[config.mk]
export PLATFORM = sky130hd
export DESIGN_NAME = clean_sel_ctrl
export DESIGN_NICKNAME = d
export VERILOG_FILES = /design/src/rtl/clean_sel_pkg.sv /design/src/rtl/clean_sel_slot.sv /design/src/rtl/clean_sel_pick.sv /design/src/rtl/clean_sel_req.sv /design/src/rtl/clean_sel_ctrl.sv
export SDC_FILE = /design/constraint.sdc
export NUM_CORES = 1
export LEC_CHECK = 0
export BUFFER_PORTS_ARGS = -buffer_cell sky130_fd_sc_hd__buf_2
export CAP_MARGIN = 20
export CORE_MARGIN = 3
export CORE_UTILIZATION = 50
export DETAILED_ROUTE_END_ITERATION = 8
export PLACE_DENSITY = 0.81
export SLEW_MARGIN = 20
export SYNTH_ARGS = -nofsm -noshare
export SYNTH_HDL_FRONTEND = slang
export SYNTH_SLANG_ARGS = --single-unit
[constraint.sdc]
create_clock -name clk -period 3.3 [get_ports clk]
set_input_delay 0.33 -clock clk [delete_from_list [all_inputs] [get_ports clk]]
set_output_delay 0.33 -clock clk [all_outputs]
set_load 0.005 [all_outputs]
[src/rtl/clean_sel_pkg.sv]
`timescale 1ns/1ps
package clean_sel_pkg;
  typedef enum logic {
    REQ_IDLE = 1'b0,
    REQ_WAIT = 1'b1
  } req_state_e;
endpackage

[src/rtl/clean_sel_slot.sv]
`timescale 1ns/1ps
module clean_sel_slot #(
  parameter int IADDR_W = 32,
  parameter int SCHED_W = 8,
  localparam int POS_W  = $clog2(SCHED_W)
) (
  input  logic               clk,
  input  logic               rst_n,
  input  logic               wr_en,
  input  logic               wr_vld,
  input  logic [IADDR_W-1:0] wr_iaddr,
  input  logic [SCHED_W-1:0] wr_sched,
  input  logic [IADDR_W-1:0] look_iaddr,
  input  logic               step,
  output logic               hit,
  output logic               cur_bit
);
  logic               vld_q;
  logic [IADDR_W-1:0] iaddr_q;
  logic [SCHED_W-1:0] sched_q;
  logic [POS_W-1:0]   pos_q;

  localparam logic [POS_W-1:0] POS_LAST = POS_W'(SCHED_W - 1);

  always_ff @(posedge clk or negedge rst_n) begin
    if (!rst_n) begin
      vld_q   <= 1'b0;
      iaddr_q <= '0;
      sched_q <= '0;
      pos_q   <= '0;
    end else if (wr_en) begin
      vld_q   <= wr_vld;
      iaddr_q <= wr_iaddr;
      sched_q <= wr_sched;
      pos_q   <= '0;
    end else if (step) begin
      pos_q   <= (pos_q == POS_LAST) ? '0 : pos_q + 1'b1;
    end
  end

  assign hit     = vld_q && (iaddr_q == look_iaddr);
  assign cur_bit = sched_q[pos_q];
endmodule

[src/rtl/clean_sel_pick.sv]
`timescale 1ns/1ps
module clean_sel_pick #(
  parameter int N = 4
) (
  input  logic [N-1:0] req,
  output logic [N-1:0] gnt,
  output logic         any
);
  always_comb begin
    gnt = '0;
    for (int i = 0; i < N; i++) begin
      if (req[i] && (gnt == '0)) gnt[i] = 1'b1;
    end
  end
  assign any = |req;
endmodule

[src/rtl/clean_sel_req.sv]
`timescale 1ns/1ps
module clean_sel_req
  import clean_sel_pkg::*;
#(
  parameter int DADDR_W = 32
) (
  input  logic               clk,
  input  logic               rst_n,
  input  logic               issue,
  input  logic [DADDR_W-1:0] issue_daddr,
  input  logic               take,
  output logic               busy,
  output logic [DADDR_W-1:0] daddr
);
  req_state_e         st_q;
  logic [DADDR_W-1:0] daddr_q;

  always_ff @(posedge clk or negedge rst_n) begin
    if (!rst_n) begin
      st_q    <= REQ_IDLE;
      daddr_q <= '0;
    end else begin
      case (st_q)
        REQ_IDLE: if (issue) begin
          st_q    <= REQ_WAIT;
          daddr_q <= issue_daddr;
        end
        REQ_WAIT: if (take) st_q <= REQ_IDLE;
        default:  st_q <= REQ_IDLE;
      endcase
    end
  end

  assign busy  = (st_q == REQ_WAIT);
  assign daddr = daddr_q;
endmodule

[src/rtl/clean_sel_ctrl.sv]
`timescale 1ns/1ps
module clean_sel_ctrl #(
  parameter int NSLOT   = 4,
  parameter int IADDR_W = 32,
  parameter int DADDR_W = 32,
  parameter int SCHED_W = 8,
  localparam int SLOT_W = (NSLOT > 1) ? $clog2(NSLOT) : 1
) (
  input  logic               clk,
  input  logic               rst_n,
  input  logic               cfg_we,
  input  logic [SLOT_W-1:0]  cfg_slot,
  input  logic               cfg_vld,
  input  logic [IADDR_W-1:0] cfg_iaddr,
  input  logic [SCHED_W-1:0] cfg_sched,
  input  logic               st_valid,
  output logic               st_ready,
  input  logic [IADDR_W-1:0] st_iaddr,
  input  logic [DADDR_W-1:0] st_daddr,
  output logic               cln_valid,
  input  logic               cln_ready,
  output logic [DADDR_W-1:0] cln_daddr
);
  logic [NSLOT-1:0] hit_v, bit_v, grant, step_v;
  logic             any_hit, need_clean, st_take;

  for (genvar g = 0; g < NSLOT; g++) begin : g_slot
    logic wr_here;
    assign wr_here   = cfg_we && (cfg_slot == SLOT_W'(g));
    assign step_v[g] = st_take && grant[g];
    clean_sel_slot #(.IADDR_W(IADDR_W), .SCHED_W(SCHED_W)) u_slot (
      .clk(clk), .rst_n(rst_n),
      .wr_en(wr_here), .wr_vld(cfg_vld), .wr_iaddr(cfg_iaddr), .wr_sched(cfg_sched),
      .look_iaddr(st_iaddr), .step(step_v[g]),
      .hit(hit_v[g]), .cur_bit(bit_v[g])
    );
  end

  clean_sel_pick #(.N(NSLOT)) u_pick (
    .req(hit_v), .gnt(grant), .any(any_hit)
  );

  assign need_clean = |(grant & bit_v);
  assign st_ready   = !(need_clean && cln_valid);
  assign st_take    = st_valid && st_ready;

  clean_sel_req #(.DADDR_W(DADDR_W)) u_req (
    .clk(clk), .rst_n(rst_n),
    .issue(st_take && need_clean), .issue_daddr(st_daddr),
    .take(cln_ready), .busy(cln_valid), .daddr(cln_daddr)
  );
endmodule

* Yosys cells after proc, flatten, opt, wreduce, memory -nomap -nowiden *
Cells that the tools add are included.

word-level totals
  register bits after elaboration = 209
  latch bits = 0
  RAM bits = 0
  ROM bits = 0
  output and inout bits = 34
  word-level logic and storage cells = 95
  memories = 0

operators by class
  add/subtract/negate cells = 4
  multipliers = 0
  divide/modulo/power cells = 0
  $lt $le $gt $ge = 4
  eq/ne operators = 11
  shift-type cells = 0
  muxes and demuxes = 27
  bitwise operators = 3
  reduce and logical (&&, ||, !) cells = 28

operator list
  kind                                                                    count
  32-bit equality test                                                    4
  3-bit 2-to-1 mux                                                        12
  1-bit logical AND                                                       18
  3-bit by 4-bit < comparator with 1-bit output (second input constant)   4
  3-bit by 1-bit adder with 3-bit output (second input constant)          4
  1-bit binary-select mux with 3-bit select                               4
  3-bit equality test (second input constant)                             4
  1-bit 2-to-1 mux                                                        10
  2-bit nonzero test                                                      4
  4-bit AND                                                               1
  2-bit equality test (second input constant)                             2
  2-bit logical NOT                                                       2
  4-bit OR reduction                                                      1
  3-bit logical NOT                                                       1
  2-bit by 1-bit equality test with 1-bit output (second input constant)  1
  1-bit NOT                                                               2
  1-bit one-hot mux with 2 select lines                                   1
  2-bit AND reduction                                                     1
  1-bit logical NOT                                                       1

* Longest topological paths before layout *
Gate-level depths: netlist of the first run.

  depth after elaboration = 20
  mapped depth = 10
  mapped depth without buffers = 7

* Cells and area by module *
From an unflattened synthesis of the first run, not the netlist that was laid out.

second synthesis, totals
  cells, all modules = 680
  area, all modules = 9821.9 um2

modules (own cells, without submodules)
  module          instances  cells an instance  area an instance (um2)
  clean_sel_slot  4          146                2072.0
  clean_sel_req   1          72                 1385.1
  clean_sel_ctrl  1          19                 111.4
  clean_sel_pick  1          5                  37.5

* Least setup slack after synthesis of the first run *
Ideal clock, no wire load.

  kind = input -> register
  start point = in st_iaddr[18]
  end point = reg u_req.daddr_q[10], in the netlist u_req.daddr[10]
  library setup time = 125 ps
  arrival = 2540 ps
  slack = 635 ps
  stages on the path = 10
  buffers on the path = 3
  cell sequence = buf_6 xor2_1 or4_4 nor4_4 and3_4 nor4_1 a32o_2 buf_6 buf_12 mux2_4

on the way
  word-level cells in the longest chain between the ends = 19

RTL lines
  element                                   RTL line              text
  start: declaration                        clean_sel_ctrl.sv:18  input logic [IADDR_W-1:0] st_iaddr,
  32-bit equality test                      clean_sel_slot.sv:41  assign hit = vld_q && (iaddr_q == look_iaddr);
  1-bit logical AND                         clean_sel_slot.sv:41
  1-bit 2-to-1 mux                          clean_sel_pick.sv:12  if (req[i] && (gnt == '0)) gnt[i] = 1'b1;
  1-bit NOT                                 clean_sel_pick.sv:12
  1-bit logical AND                         clean_sel_pick.sv:12
  1-bit 2-to-1 mux                          clean_sel_pick.sv:12
  2-bit logical NOT                         clean_sel_pick.sv:12
  1-bit logical AND                         clean_sel_pick.sv:12
  (+3 left out)                             n/a
  1-bit 2-to-1 mux                          clean_sel_pick.sv:12
  4-bit AND (*)                             clean_sel_ctrl.sv:43  assign need_clean = |(grant & bit_v);
  4-bit OR reduction (*)                    clean_sel_ctrl.sv:43
  1-bit logical AND                         clean_sel_ctrl.sv:44  assign st_ready = !(need_clean && cln_valid);
  1-bit logical NOT                         clean_sel_ctrl.sv:44
  1-bit logical AND                         clean_sel_ctrl.sv:45  assign st_take = st_valid && st_ready;
  1-bit logical AND (*)                     clean_sel_ctrl.sv:49  .issue(st_take && need_clean), .issue_daddr(st_daddr),
  2-bit AND reduction (no source line) (*)  n/a
  end signal: assignment                    clean_sel_req.sv:26   daddr_q <= issue_daddr;
  end: declaration                          clean_sel_req.sv:16   logic [DADDR_W-1:0] daddr_q;

Every way passes the cells marked *; elsewhere a longest branch is shown, timed or not.
A chain may end at the register's enable or synchronous reset.

* Final worst setup path of the first run *
  start point = reg g_slot[2].u_slot.iaddr_q[17]
  end point = out st_ready

on the way
  word-level cells in the longest chain between the ends = 11

RTL lines
  element                   RTL line              text
  start: declaration        clean_sel_slot.sv:19  logic [IADDR_W-1:0] iaddr_q;
  start signal: assignment  clean_sel_slot.sv:33  iaddr_q <= wr_iaddr;
  32-bit equality test (*)  clean_sel_slot.sv:41
  1-bit logical AND (*)     clean_sel_slot.sv:41
  1-bit logical AND (*)     clean_sel_pick.sv:12
  1-bit 2-to-1 mux (*)      clean_sel_pick.sv:12
  3-bit logical NOT         clean_sel_pick.sv:12
  1-bit logical AND         clean_sel_pick.sv:12
  1-bit 2-to-1 mux          clean_sel_pick.sv:12
  4-bit AND (*)             clean_sel_ctrl.sv:43
  4-bit OR reduction (*)    clean_sel_ctrl.sv:43
  1-bit logical AND (*)     clean_sel_ctrl.sv:44
  1-bit logical NOT (*)     clean_sel_ctrl.sv:44
  end: declaration          clean_sel_ctrl.sv:17  output logic st_ready,

Marked as above.

==> results of run 1 <==
==> worst min path at each step <==
| stage | start | to | slack (ps) |
|---|---|---|---|
| 2_1_floorplan | rst_n | g_slot[0].u_slot.iaddr_q[0] | 30 |
| 3_3_place_gp | g_slot[2].u_slot.sched_q[5] | g_slot[2].u_slot.sched_q[5] | 480 |
| 3_5_place_dp | rst_n | g_slot[1].u_slot.iaddr_q[17] | 490 |
| 4_1_cts | st_daddr[18] | u_req.daddr[18] | 10 |
| 5_1_grt | st_daddr[12] | u_req.daddr[12] | 20 |
| 6_report | st_daddr[18] | u_req.daddr[18] | 20 |
==> worst register-to-register path: stages, from the launching register on <==
cell and delay [ps]:
dfrtp_1 420, xor2_1 180, or4_1 520, nor4_1 440, nand4b_1 250, o211ai_4 270
a32o_2 190, buf_12 250, mux2_2 390
==> logic make-up (layout without fill, tap and decap cells) <==
family	count (synthesis)	count (layout)	share of synthesized area [%]
buf+inv	31	203	1.84
other cells	0	1	0
compound gates	19	19	1.54
xor+xnor	131	131	11.2
simple gates	134	134	8.13
fa+ha+maj	8	8	0.975
mux	215	215	25.4
flops	209	209	50.9
==> registers in the layout, summed over array words and instances (netlist names) <==
signal / cells
g_slot.u_slot.pos_q: 12
g_slot.u_slot.vld_q: 4
u_req.busy: 1
g_slot.u_slot.iaddr_q: 128
g_slot.u_slot.sched_q: 32
u_req.daddr: 32
==> power groups by stage <==
stage / registers (mW) / logic, mW / clock network, mW
2_1_floorplan: 3.17 / 0.829 / 0
3_3_place_gp: 3.22 / 1.31 / 0
3_5_place_dp: 3.24 / 1.33 / 0
4_1_cts: 3.20 / 1.34 / 2.71
5_1_grt: 3.25 / 1.46 / 2.81
6_report: 3.20 / 1.38 / 2.67
==> final cells by class <==
cell class,count,area [µm²]
clock inverter,12,156
sequential,209,5230
antenna,1,2.50
clock buffer,29,638
tap,265,332
inverter,5,18.8
timing repair buffer,157,856
multi-input combinational,507,4900
fill,1539,7710
==> stage by stage <==
| stage | worst slack [ps] | area (µm²) | power [mW] | util [%] | hold slack, ps |
|---|---|---|---|---|---|
| final | 112 | 12100 | 7.25 | 61.1 | 22.0 |
| after floorplan | 635 | 10300 | 4.00 | - | 34.4 |
| after detailed placement | 308 | 11300 | 4.57 | 56.8 | 486 |
| after CTS | 4.28 | 12100 | 7.25 | 60.9 | 13.5 |
| after global placement | 343 | 11300 | 4.53 | 56.8 | 482 |
| after global routing | -67.3 | 12100 | 7.52 | 61.1 | 22.3 |
==> cell usage after synthesis (4+ instances only) <==
| library cell | instances |
|---|---|
| nand3_1 | 7 |
| xnor2_1 | 51 |
| mux2_4 | 29 |
| o21ai_0 | 4 |
| nand2_1 | 24 |
| mux2i_1 | 9 |
| mux4_2 | 8 |
| nor3_1 | 6 |
| clkbuf_1 | 17 |
| ha_1 | 8 |
| xor2_1 | 80 |
| nor4_1 | 32 |
| inv_1 | 5 |
| a21oi_1 | 6 |
| or4_1 | 8 |
| dfrtp_1 | 209 |
| nor2_1 | 6 |
| nand4b_1 | 4 |
| mux2_2 | 169 |
| nand4_1 | 23 |
==> metal layers <==
layer,up-vias,GRT usage [%],share of wire (%)
met4,0,7.46,3.1
met3,59,5.68,7.8
met1,3464,32.6,43
met2,259,37.1,46
li1,3029,-,-
met5,-,0,0
==> what timing repair did <==
| action | in CTS | in global routing |
|---|---|---|
| hold buffers | 1 | 0 |
| gates resized for setup | 1 | 6 |
| gates cloned | 0 | 0 |
| hold endpoints to repair | 128 | 0 |
| pin swaps | 0 | 1 |
| setup endpoints to repair | 1 | 1 |
==> metrics, run 1 <==
fraction of registers with async set/reset 100%; Placer Congestion 0.983; crit path from g_slot[2].u_slot.iaddr_q[17]; max-slew violations 0; Pleak between 5 and 6 nW; Post-CTS Setup Inserts 0; Initial Util 51.7%; syn_nets slightly below 900; CP max-delay cell xnor2_1; Die Ht between 100 and 150 µm; FMAX 0.314 GHz; max incr delay on CP approximately 430 ps; worst reg2reg path depth 8; port bufs between 100 and 150; number of global-route vias before repair around 7.2k; reg2reg end u_req.daddr[31]; IO Count 146; largest net degree at the start of global routing 129; DPL Wire Length 19600 µm; Fin Clk Skew 23.2 ps; clock buffer depth 3; Net Sw Frac roughly 28%; Setup TNS 0 ps; Pre-antenna DRT Iters 5; most frequent cells in the layout dfrtp_1, mux2_2, buf_2, xor2_1, xnor2_1; Setup violations, final 0; Core Region 0.0198 mm²; final wirelength 26300 µm; Crit path buffers/inverters 1; Int Pwr slightly above 5 mW; Cell Chain, Critical Path xnor2_1, nand4_1, nor4_1, nand4_1, nor4b_1, o21ai_1, o21a_1, buf_2; CTS tree done; worst reg-to-reg setup slack 280 ps; via count 6811; Root Buffer clkbuf_16; post-synthesis cell type count 45; die area about 0.022 mm²; Non-Filler Instances 1185; clock power share 36.8%; total of max-cap violations 0; Seq cells post-synth 209; CTS Buf Count 23; CP required 2970 ps; Routed Antenna Nets 0; commonest non-fill, non-tap cell in the layout dfrtp_1; first-pass GRT wire length about 40000 µm; WL per Instance 22.2 µm; Post-synth top flop dfrtp_1; Final period util a little over nine tenths; CTS clock-pin slew for the worst setup and hold paths 70 ps; die span in x 149 µm; Min-Delay Path Depth 2; post-route minimum period about 3200 ps; Fin. Hold Viols 0; placed cell count roughly 1.1k; Via density around 5.7; share of the synthesized area in the top cell type approximately 50%; Synth Area per Inst 13.7 µm²; drt initial violations 410; top cells by area, synth dfrtp_1, mux2_2, xor2_1; status complete, no violations; Switch Pwr 2.06 mW; capture point of the critical path st_ready; Syn Std Cell Area 0.0103 mm²; biggest area consumer among synthesized cells dfrtp_1; sequential area share after synthesis 50.9%; Synth Instances 747; crit path capture type primary output; Max-slew headroom 50.0%; antenna violations before repair 1; Worst Path Arrival 2860 ps; CP Max Fanout 2; row cnt 51; Crit path top cell by count nand4_1; Pwr Density 597 mW/mm²; Hold Path Class primary input to register; Ys Warns 0; GR Util All Layers 23.6%; Reg power frac 44.2%; DRC Markers 0; Post-synth EDFFs 0; CP Launch Type register; R2R Path Start g_slot[2].u_slot.iaddr_q[7]; CTS HTree Levels 1; Worst Path Class, Setup register to primary output; Comb pwr share a little under a fifth; Largest delay share family, worst path simple AND/OR/NAND/NOR gates; Worst VDD drop roughly 0.00035 V; nets slightly above 1k; Crit. path cell count 8; layout cells sized above 1 45.4%; area delta synth->final 18.2%; Remaining Overflow, GRT 0; worst slew pin tran 749 ps; CTS sink cnt between 200 and 250; clock latency on the worst-skew pair 530 ps
(Power assumes the default switching activity.)
==> inputs of run 2 (changes only) <==
Settings changed: GPL_TIMING_DRIVEN from default to 0.
Clock period 3.3 ns to 3.75 ns, I/O delays scaled along.
==> metrics, run 2 (same netlist as run 1, synthesis figures left out) <==
Fin. Hold Viols 0; FMAX a little under 0.3 GHz; crit path capture type primary output; die span in x 149 µm; Final period util 91.2%; Non-Filler Instances 1199; most frequent cells in the layout dfrtp_1, mux2_2, buf_2, xor2_1, xnor2_1; Remaining Overflow, GRT 0; status complete, no violations; CTS sink cnt 209; Final Total Pwr 6.33 mW; reg2reg end u_req.daddr[12]; final instance area 0.0122 mm²; worst slew pin tran 927 ps; Placer Congestion 1.00; unrepaired setup endpoints after global routing no; DPL Wire Length 20500 µm; Worst VDD drop 0.000373 V; Hold Path Class primary input to register; DRC Markers 0; total of max-cap violations 0; CP Launch Type register; Routed Antenna Nets 0; ant diodes 0; Die Ht 149 µm; Setup violations, final 0; clock latency on the worst-skew pair 510 ps; antenna violations before repair 1; Most flops, register g_slot.u_slot.iaddr_q; CTS HTree Levels 1; Max-slew headroom between 30% and 40%; Worst Path Class, Setup register to primary output; Min-Delay Path Depth 2; via count 6856; R2R Path Start g_slot[0].u_slot.iaddr_q[0]; hold path startpoint st_daddr[17]; final wirelength about 27000 µm; commonest non-fill, non-tap cell in the layout dfrtp_1; first-pass GRT wire length just over 40000 µm; Root Buffer clkbuf_16; placed cell count around 1.2k; worst reg-to-reg setup slack 360 ps; Initial Util between 50% and 60%; CTS tree done; largest net degree at the start of global routing between 90 and 100; Pwr Density 520 mW/mm²; Pleak roughly 5.4 nW; Pre-antenna DRT Iters 5; fill count 1567; post-route minimum period around 3400 ps; CP Max Fanout 7; number of global-route vias before repair 7102; area of the multi-input gates between 0.004 and 0.005 mm²; CTS clock-pin slew for the worst setup and hold paths 60 ps; # resized after CTS 0; row cnt 51; Core Region 0.0198 mm²; max reg flops 128; drt initial violations 447; Endpoint, Worst Hold u_req.daddr[17]; area delta synth->final 18.6%; max-slew violations 0; worst reg2reg path depth 9; die area 0.0223 mm²; Via density 5.72; GR Util All Layers 24.2%; nets 1038; IO Count 146; WL per Instance 22.3 µm; Fin Clk Skew 13.4 ps; layout cells sized above 1 43.7%; Worst Path Arrival 3050 ps; register area 0.00523 mm²; placed instance area 0.0114 mm²; CTS Buf Count 23; CP required 3380 ps; clock buffer depth 3; port bufs 142
run 2: changes by cell type in the layout (fill, tap and decap cells not counted), sizes merged:
cell,delta
buf,-1
clkbuf,+16
diode,-1
run 2: through the flow:
stage	worst slack [ps]	utilization, %	setup TNS, ps	hold WS [ps]
finish	329	61.4	0	96.7
global route	163	61.4	0	84.1
CTS	372	61.4	0	74.4
detailed placement	356	57.4	0	269
global placement	-1200	57.0	-247510	483
floorplan	1040	-	0	79.4
run 2: per-layer routing:
layer	GRT usage [%]	wire length, µm	vias to the layer above
met5	0	7	-
met4	6.00	648	2
met1	34.8	11700	3513
met3	4.31	1730	48
met2	38.5	12700	238
li1	-	-	3055
run 2: worst max path at each step:
stage / from / endpoint / slack (ps)
3_5_place_dp: st_iaddr[0] / u_req.daddr[2] / 360
5_1_grt: g_slot[3].u_slot.iaddr_q[24] / st_ready / 160
3_3_place_gp: rst_n / g_slot[0].u_slot.sched_q[1] / -1200
2_1_floorplan: st_iaddr[18] / u_req.daddr[10] / 1040
6_report: g_slot[3].u_slot.iaddr_q[24] / st_ready / 330
4_1_cts: g_slot[1].u_slot.iaddr_q[20] / st_ready / 370
run 2: worst max-delay path, cell delays in order (launching register included):
cell and delay (ps):
dfrtp_1 390, xnor2_1 450, nand4_1 150, or3b_2 480
nor3_1 310, o2111ai_1 340, o21a_1 290, buf_2 130
run 2: repair_timing:
action / CTS / global route
setup buffers: 0 / 0
hold buffers: 1 / 0
endpoints found under the hold margin: 34 / 0
endpoints found under the setup margin: 0 / 0
run 2: cell type report:
class                      count  area share (%)
sequential                   209            42.9
clock buffer                  29            5.24
inverter                       5           0.154
multi-input combinational    507            39.8
tap                          265            2.72
buffer                        26            1.40
timing repair buffer         146            6.51
clock inverter                12            1.19
run 2: power by group:
group | switching, mW | internal [mW] | leakage [nW] | total, mW
combinational | 0.646 | 0.551 | 2.43 | 1.20
sequential | 0.224 | 2.59 | 2.57 | 2.82
clock | 0.903 | 1.41 | 0.389 | 2.32
